==> src/rtl/pair_pkg.sv <==
package pair_pkg;
   typedef enum logic [1:0] {
      UC_ALU  = 2'd0,
      UC_DPF  = 2'd1,
      UC_PERM = 2'd2,
      UC_BR   = 2'd3
   } ucls_e;
endpackage

==> src/rtl/slot_class.sv <==
module slot_class
   import pair_pkg::*;
(
   input  logic [1:0] cls,
   output logic       odd_pipe,
   output logic       is_dp,
   output logic       is_br
);
   ucls_e c;
   always_comb begin
      c        = ucls_e'(cls);
      odd_pipe = (c == UC_PERM) || (c == UC_BR);
      is_dp    = (c == UC_DPF);
      is_br    = (c == UC_BR);
   end
endmodule

==> src/rtl/raw_check.sv <==
module raw_check #(
   parameter int REG_W = 7
) (
   input  logic             old_wen,
   input  logic [REG_W-1:0] old_dst,
   input  logic [REG_W-1:0] yng_srca,
   input  logic [REG_W-1:0] yng_srcb,
   output logic             dep
);
   always_comb dep = old_wen && ((yng_srca == old_dst) || (yng_srcb == old_dst));
endmodule

==> src/rtl/hold_timer.sv <==
module hold_timer #(
   parameter int LEN = 6
) (
   input  logic clk,
   input  logic rst_n,
   input  logic load,
   output logic busy
);
   generate
      if (LEN < 0) begin : g_bad
         $error("hold_timer: LEN must not be negative");
      end else if (LEN == 0) begin : g_none
         assign busy = 1'b0;
      end else begin : g_cnt
         localparam int CW = $clog2(LEN + 1);
         logic [CW-1:0] cnt;
         always_ff @(posedge clk) begin
            if (!rst_n)           cnt <= '0;
            else if (load)        cnt <= CW'(LEN);
            else if (cnt != '0)   cnt <= cnt - 1'b1;
         end
         assign busy = (cnt != '0);
      end
   endgenerate
endmodule

==> src/rtl/pair_issue.sv <==
module pair_issue #(
   parameter int REG_W  = 7,
   parameter int DP_GAP = 7,
   parameter int BR_PEN = 18
) (
   input  logic             clk,
   input  logic             rst_n,
   input  logic             s0_vld,
   input  logic [1:0]       s0_cls,
   input  logic [REG_W-1:0] s0_dst,
   input  logic             s0_wen,
   input  logic [REG_W-1:0] s0_srca,
   input  logic [REG_W-1:0] s0_srcb,
   input  logic             s1_vld,
   input  logic [1:0]       s1_cls,
   input  logic [REG_W-1:0] s1_dst,
   input  logic             s1_wen,
   input  logic [REG_W-1:0] s1_srca,
   input  logic [REG_W-1:0] s1_srcb,
   input  logic             br_taken,
   input  logic             br_hint_hit,
   output logic             ev_fire,
   output logic             od_fire,
   output logic             ev_from1,
   output logic [1:0]       adv,
   output logic             stall
);
   localparam int NSLOT  = 2;
   localparam int DP_LEN = DP_GAP - 1;

   generate
      if (REG_W < 1)  begin : g_chk_w   $error("pair_issue: REG_W must be >= 1");  end
      if (DP_GAP < 1) begin : g_chk_dp  $error("pair_issue: DP_GAP must be >= 1"); end
      if (BR_PEN < 0) begin : g_chk_br  $error("pair_issue: BR_PEN must be >= 0"); end
   endgenerate

   logic [1:0]       cls_a [NSLOT];
   logic [NSLOT-1:0] odd_p, dp_f, br_f;

   assign cls_a[0] = s0_cls;
   assign cls_a[1] = s1_cls;

   genvar gi;
   generate
      for (gi = 0; gi < NSLOT; gi++) begin : g_slot
         slot_class u_cls (
            .cls      (cls_a[gi]),
            .odd_pipe (odd_p[gi]),
            .is_dp    (dp_f[gi]),
            .is_br    (br_f[gi])
         );
      end
   endgenerate

   logic dep;
   raw_check #(.REG_W(REG_W)) u_raw (
      .old_wen  (s0_wen),
      .old_dst  (s0_dst),
      .yng_srca (s1_srca),
      .yng_srcb (s1_srcb),
      .dep      (dep)
   );

   logic dp_busy, br_busy, dp_iss, br_load;

   hold_timer #(.LEN(DP_LEN)) u_dp_gap (
      .clk (clk), .rst_n (rst_n), .load (dp_iss), .busy (dp_busy)
   );
   hold_timer #(.LEN(BR_PEN)) u_br_gap (
      .clk (clk), .rst_n (rst_n), .load (br_load), .busy (br_busy)
   );

   logic ok0, pair_ok, redirect0, s1_unused;

   always_comb begin
      redirect0 = br_f[0] && br_taken;
      ok0       = s0_vld && !br_busy && (!dp_f[0] || !dp_busy);
      pair_ok   = ok0 && s1_vld && (odd_p[0] != odd_p[1]) && !dep
                  && !redirect0 && (!dp_f[1] || !dp_busy);
      adv       = ok0 ? (pair_ok ? 2'd2 : 2'd1) : 2'd0;
      ev_fire   = ok0 && (!odd_p[0] || pair_ok);
      od_fire   = ok0 && ( odd_p[0] || pair_ok);
      ev_from1  = pair_ok && odd_p[0];
      stall     = s0_vld && !ok0;
      dp_iss    = (ok0 && dp_f[0]) || (pair_ok && dp_f[1]);
      br_load   = ((ok0 && br_f[0]) || (pair_ok && br_f[1])) && br_taken && !br_hint_hit;
      s1_unused = ^{s1_dst, s1_wen};
   end
endmodule

==> config.mk <==
export PLATFORM = sky130hd
export DESIGN_NAME = pair_issue
export DESIGN_NICKNAME = d
export VERILOG_FILES = /design/src/rtl/pair_pkg.sv /design/src/rtl/slot_class.sv /design/src/rtl/raw_check.sv /design/src/rtl/hold_timer.sv /design/src/rtl/pair_issue.sv
export SDC_FILE = /design/constraint.sdc
export NUM_CORES = 1
export LEC_CHECK = 0
export ABC_AREA = 1
export BUFFER_PORTS_ARGS = -buffer_cell sky130_fd_sc_hd__buf_2
export CORE_UTILIZATION = 35
export DETAILED_ROUTE_END_ITERATION = 16
export PLACE_DENSITY_LB_ADDON = 0.3
export REMOVE_ABC_BUFFERS = 1
export SYNTH_ARGS = -nofsm -noshare
export SYNTH_HDL_FRONTEND = slang
export SYNTH_SLANG_ARGS = --single-unit
==> constraint.sdc <==
create_clock -name clk -period 1.63 [get_ports clk]
set_input_delay 0.326 -clock clk [delete_from_list [all_inputs] [get_ports clk]]
set_output_delay 0.326 -clock clk [all_outputs]
set_load 0.03 [all_outputs]
==> results of run 1 <==
[sequential cells by signal, summed over array words and instances, names as in the netlist]
signal and flops:
u_br_gap.g_cnt.cnt 5, u_dp_gap.g_cnt.cnt 3
[final timing paths]
check / cells after the start / end / startpoint / slack, ns
setup / recovery: 17 / u_br_gap.g_cnt.cnt[2]$_SDFFE_PP0P_ / u_br_gap.g_cnt.cnt[0]$_SDFFE_PP0P_ / -0.34
hold / removal: 3 / u_dp_gap.g_cnt.cnt[1]$_SDFFE_PN0P_ / rst_n / 0.33
setup reg to reg: 17 / u_br_gap.g_cnt.cnt[2]$_SDFFE_PP0P_ / u_br_gap.g_cnt.cnt[0]$_SDFFE_PP0P_ / -0.34
hold reg to reg: 1 / u_dp_gap.g_cnt.cnt[0]$_SDFFE_PP0N_ / u_dp_gap.g_cnt.cnt[0]$_SDFFE_PP0N_ / 0.51
[per-stage QoR]
stage | setup WS [ns] | TNS (ns) | area (µm²)
2_1_floorplan | -0.424 | -1.29 | 763
3_3_place_gp | -0.127 | -0.528 | 1090
3_5_place_dp | -0.169 | -0.687 | 1090
4_1_cts | -0.332 | -2.72 | 1240
5_1_grt | -0.418 | -4.28 | 1300
6_report | -0.343 | -3.49 | 1300
[layer usage]
metal / global-route usage / vias to the layer above / share of wire
li1: - / 522 / -
met3: 0.0126 / 4 / 0.035
met2: 0.384 / 24 / 0.55
met4: 0.0686 / 0 / 0.013
met5: 0 / - / 0
met1: 0.205 / 434 / 0.40
[logic make-up (layout without fill, tap and decap cells)]
family,Yosys count,in the layout,synth area share
simple gates,64,64,0.377
fa+ha+maj,2,2,0.0328
xor+xnor,11,11,0.126
flops,8,8,0.210
compound gates,15,15,0.111
buf+inv,29,95,0.143
[synthesized netlist by cell type, drive strengths merged]
master / count / share of area
inv: 29 / 0.14
xor2: 3 / 0.034
a21boi: 1 / 0.0098
xnor2: 8 / 0.092
o21ai: 6 / 0.039
nand3: 7 / 0.046
ha: 2 / 0.033
a21oi: 5 / 0.033
nor3b: 1 / 0.0098
nor3: 3 / 0.041
dfxtp: 8 / 0.21
and2: 1 / 0.011
nor2: 19 / 0.10
nand2: 33 / 0.17
o31ai: 2 / 0.020
o21a: 1 / 0.0098
[what timing repair did]
item | 4_1_cts | 5_1_grt
setup buffers | 11 | 2
cloned | 0 | 0
resized for setup | 22 | 17
hold endpoints to repair | 0 | 0
pin swaps | 8 | 7
endpoints found under the setup margin | 6 | 11
[layout make-up]
class                   instances  area share
flip-flops and latches          8       0.127
inverters                      29      0.0897
clock buffers                   3      0.0174
multi-input cells              92       0.418
repair buffers                 63       0.322
well taps                      27      0.0260
[power breakdown]
part	leakage, µW	switching [µW]	internal (µW)
Sequential	0.0000670	66.9	273
Clock	0.0000138	57.4	83.6
Combinational	0.000660	612	653
[critical path, cell delays in order (launching register included)]
cell     delay, ns
dfxtp_2       0.32
inv_2         0.08
ha_4          0.14
inv_4         0.04
nor3_4        0.19
nand2_2       0.10
nor2_4        0.09
buf_4         0.11
buf_4         0.09
buf_4         0.09
buf_4         0.09
buf_4         0.09
buf_4         0.09
nand3_1       0.06
nand2_1       0.08
nand2_2       0.07
nand2_2       0.08
nor2_1        0.04
==> results.json, run 1 <==
{
  "num_vias": 984,
  "area_delta_synth_final_pct": 70.0,
  "fp.dieW_um": 48.7,
  "num-fill-cells": 191,
  "critical_path_required_ns": 1.76,
  "slew_headroom": 0.858,
  "syn_area_um2": 763,
  "stdcell_count": 222,
  "clock_latency_ns": 0.24,
  "htreeDepth": 1,
  "cp_max_fo": 3,
  "regArea_um2": 165,
  "die_h_um": 48.7,
  "path_class": "flop to flop",
  "cts.clk_slew.worst_paths_ns": 0.05,
  "numCtsBuffers": 3,
  "hold_class": "primary input to flop",
  "grt_pass1_vias": 964,
  "io_pins": 60,
  "drc": 0,
  "portBuffers": 37,
  "hold_slack_ns": 0.326,
  "initial_core_util": 0.381,
  "clock.fmax_mhz": 507,
  "worstSetupStartpointType": "flop",
  "holdBufCountCts": 0,
  "violations": "setup timing",
  "final_common_cell": "buf_2",
  "rsz0062_at_grt": "yes",
  "totalPowerFinal_uw": 1750,
  "synth_warnings": 0,
  "grt_pass1_wl_mm": 3.62,
  "finalSetupViolCount": 11,
  "dp_cells": 207,
  "postSynthAreaPerCell_um2": 5.92,
  "cts_tree": "done",
  "grt_use_total": 0.192,
  "cts_buffer_depth": 2,
  "maxSlewViolCount": 0,
  "cts.sinks": 8,
  "dieArea_um2": 2370,
  "place_hpwl_mm": 1.51,
  "cap_violations": 0,
  "grt_max_degree": 5,
  "fin_nets": 253,
  "layout_common_cells": "buf_2 (31), nand2_1 (29), buf_4 (26), inv_1 (23), nor2_1 (14)",
  "wirelength_mm": 2.11,
  "routabilityCongestion": 0.766,
  "outcome": "finished with violations",
  "design.core.area_um2": 2000,
  "wl_per_cell_um": 9.52,
  "cts_root_buf": "clkbuf_4",
  "ys_types": 20,
  "grt-ovfl-total": 0,
  "ys_ff_latch": 8,
  "antenna_found_initial": 0,
  "cp.arrival_ns": 2.10,
  "worstMarginPinSlew_ns": 0.212,
  "multiInputGateArea_um2": 542,
  "synthCells": 129,
  "finalCritPeriodShare": 1.21,
  "worst_slack_ns": -0.343,
  "drive_above_1_share": 0.467,
  "drt_iter0_drc": 14,
  "peakVddDrop_v": 0.000698,
  "fin_skew_ns": 0.00116,
  "rows": 16,
  "p_leak_uw": 0.000741,
  "vias_per_cell": 4.43,
  "antenna_cells": 0,
  "finalCoreUtilization": 0.648,
  "layout_min_cycle_time_ns": 1.97,
  "p_per_area_nw_per_um2": 1350,
  "finalHoldViolCount": 0,
  "first_pass_iters": 4,
  "synth_seq_area_share": 0.210,
  "drtAntennaViolNets": 0,
  "endpoint_kind": "flop"
}
Power figures use the tool's default switching activity.
==> inputs of run 2 (changes only) <==
--- a/config.mk
+++ b/config.mk
@@ -7,5 +7,4 @@
 export LEC_CHECK = 0
-export ABC_AREA = 1
 export BUFFER_PORTS_ARGS = -buffer_cell sky130_fd_sc_hd__buf_2
-export CORE_UTILIZATION = 35
+export CORE_UTILIZATION = 33
 export DETAILED_ROUTE_END_ITERATION = 16
--- a/constraint.sdc
+++ b/constraint.sdc
@@ -3,2 +3,2 @@
 set_output_delay 0.326 -clock clk [all_outputs]
-set_load 0.03 [all_outputs]
+set_load 0.1 [all_outputs]
==> run 2 against run 1 <==
Net effect:
- the run still ends with setup timing left
- wire length down 4.5%
- setup slack lost 0.058 ns
- clock skew is 0.0028 ns higher
- critical path type is now flop to output pin
- largest cell class unchanged
- largest power group unchanged
==> results.json, run 2 <==
{
  "numCtsBuffers": 3,
  "cts_buffer_depth": 2,
  "antenna_found_initial": 0,
  "path_class": "flop to output pin",
  "design.core.area_um2": 1940,
  "slew_headroom": 0.822,
  "totalPowerFinal_uw": 1760,
  "grt-busiest-layer": "met2",
  "portBuffers": 37,
  "ys_top_cells_by_area": "dfxtp_1 (24%), xnor2_1 (12%), xor2_1 (9.0%)",
  "worst_slack_ns": -0.401,
  "p_leak_uw": 0.000581,
  "postSynthAreaPerCell_um2": 7.89,
  "clock.fmax_mhz": 492,
  "drc": 0,
  "worstSetupStartpointType": "flop",
  "dieArea_um2": 2240,
  "cts.sinks": 8,
  "tns_ns": -3.25,
  "die_h_um": 47.3,
  "endpoint_kind": "output pin",
  "area_delta_synth_final_pct": 91.0,
  "synthCells": 86,
  "htreeDepth": 1,
  "dp_cells": 169,
  "grt-ovfl-total": 0,
  "cts_root_buf": "clkbuf_4",
  "post_dp_cell_area_um2": 1110,
  "grt_pass1_wl_mm": 2.59,
  "outcome": "finished with violations",
  "synth_seq_area_share": 0.236,
  "hold_class": "primary input to flop",
  "ys.flop_type": "dfxtp_1",
  "finalHoldViolCount": 0,
  "num_vias": 828,
  "rsz0062_at_grt": "yes",
  "cp-startpoint": "u_dp_gap.g_cnt.cnt[2]$_SDFFE_PN0P_",
  "stdcell_count": 177,
  "drtAntennaViolNets": 0,
  "finalCritPeriodShare": 1.25,
  "largest_reg_flops": 5,
  "design_area_um2": 1290,
  "cp_max_fo": 4,
  "num-fill-cells": 163,
  "cp.arrival_ns": 1.71,
  "worstMarginPinSlew_ns": 0.265,
  "io_pins": 60,
  "critical_path_required_ns": 1.30,
  "ys_types": 28,
  "synth_edf_count": 0,
  "holdBufCountCts": 0,
  "rows": 16,
  "cts_tree": "done",
  "ys_ff_latch": 8,
  "syn_area_um2": 678,
  "antenna_cells": 0,
  "top_regs": "u_br_gap.g_cnt.cnt x5, u_dp_gap.g_cnt.cnt x3",
  "finalSetupViolCount": 11,
  "initial_core_util": 0.349,
  "cap_violations": 0,
  "cp_slowest_cell": "dfxtp_2",
  "wirelength_mm": 2.02,
  "yosys.area.top_type": "dfxtp_1",
  "multiInputGateArea_um2": 597,
  "grt_use_met3": 0.0615,
  "clock_latency_ns": 0.25,
  "fin_nets": 208,
  "drt_iter0_drc": 10,
  "maxSlewViolCount": 0,
  "final_common_cell": "buf_2",
  "regMostFlops": "u_br_gap.g_cnt.cnt",
  "async_flop_share": 0,
  "drive_above_1_share": 0.580,
  "layout_common_cells": "buf_2 (31), buf_4 (22), xnor2_1 (9), nand2_1 (7), xor2_1 (7)",
  "grt_use_total": 0.163,
  "peakVddDrop_v": 0.000880,
  "slowest_delay_ns": 0.33,
  "fin_skew_ns": 0.00396,
  "path_cells": "nor3_4 > o2111ai_2 > o21ai_2 > nand4b_4 > buf_6 > o21ai_4 > buf_12",
  "regArea_um2": 164,
  "wl_per_cell_um": 11.4,
  "r2r_start": "u_dp_gap.g_cnt.cnt[2]$_SDFFE_PN0P_",
  "synth.top_cell.area_share": 0.236,
  "synth_warnings": 0,
  "p_per_area_nw_per_um2": 1360,
  "first_pass_iters": 4,
  "grt.met2_usage": 0.301,
  "use_met1": 0.181,
  "synthTopCellsByCount": "nand2_1 (9), xnor2_1 (9), dfxtp_1 (8)",
  "grt_max_degree": 9,
  "layout_min_cycle_time_ns": 2.03,
  "place_hpwl_mm": 1.47,
  "min_from": "rst_n",
  "routabilityCongestion": 0.689,
  "fp.dieW_um": 47.3,
  "grt_pass1_vias": 689,
  "cts.clk_slew.worst_paths_ns": 0.06,
  "vias_per_cell": 4.68,
  "violations": "setup timing"
}
==> run 2: changes by cell type after synthesis, sizes merged, moves of 3 or more <==
cell,change
and3,+3
inv,-25
nand3,-6
nand4,+4
nor2,-12
nor2b,+6
nand2,-24
xor2,+4
==> run 2: critical path, delay by kind of cell, from the launching register on <==
kind                   cells  cell delay (ns)
AO/OA/AOI/OAI              3             0.39
buffers and inverters      2             0.35
flip-flops                 1             0.33
AND/OR/NAND/NOR            2             0.38
==> run 2: final timing paths <==
kind | end | slack, ns | cells after the start
setup reg to reg | u_dp_gap.g_cnt.cnt[1]$_SDFFE_PN0P_ | -0.33 | 9
setup / recovery | od_fire | -0.40 | 7
hold / removal | u_br_gap.g_cnt.cnt[1]$_SDFFE_PN0P_ | 0.39 | 2
hold reg to reg | u_dp_gap.g_cnt.cnt[0]$_SDFFE_PP0N_ | 0.53 | 1
==> run 2: layer usage <==
metal	vias to the layer above	share of wire	routed length (µm)
li1	426	-	-
met1	365	0.40	814
met2	37	0.53	1080
met3	0	0.063	127
met4	0	0	0
met5	-	0	0
==> run 2: stage by stage <==
step	utilization	hold WS (ns)	setup WS [ns]
2_1_floorplan	-	0.454	-1.25
3_5_place_dp	0.574	0.493	-0.367
3_3_place_gp	0.574	0.480	-0.344
6_report	0.667	0.388	-0.401
4_1_cts	0.626	0.394	-0.367
5_1_grt	0.667	0.385	-0.465
==> run 2: where the power goes <==
group          leakage [µW]  internal, µW  total (µW)  switching [µW]
registers         0.0000666           263         307            44.4
logic              0.000500           622        1300             681
clock network     0.0000138          84.3         152            67.8
==> run 2: kinds of logic (layout without fill, tap and decap cells) <==
| kind of cell | Yosys count | after routing | share of synthesized area |
|---|---|---|---|
| compound gates | 16 | 16 | 0.153 |
| simple gates | 40 | 40 | 0.345 |
| buf+inv | 4 | 68 | 0.0221 |
| xor+xnor | 16 | 16 | 0.207 |
| fa+ha+maj | 2 | 2 | 0.0369 |
| flops | 8 | 8 | 0.236 |
==> run 2: timing repair <==
item / 4_1_cts / 5_1_grt
setup endpoints to repair: 11 / 11
gates resized for setup: 19 / 13
pin swaps: 7 / 4
buffers inserted: 1 / 4
==> run 2: cell type report <==
cell class / count / share of cell area
multi-input combinational: 74 / 0.461
timing repair buffer: 61 / 0.357
sequential: 8 / 0.127
tap: 27 / 0.0261
clock buffer: 3 / 0.0174
inverter: 4 / 0.0116
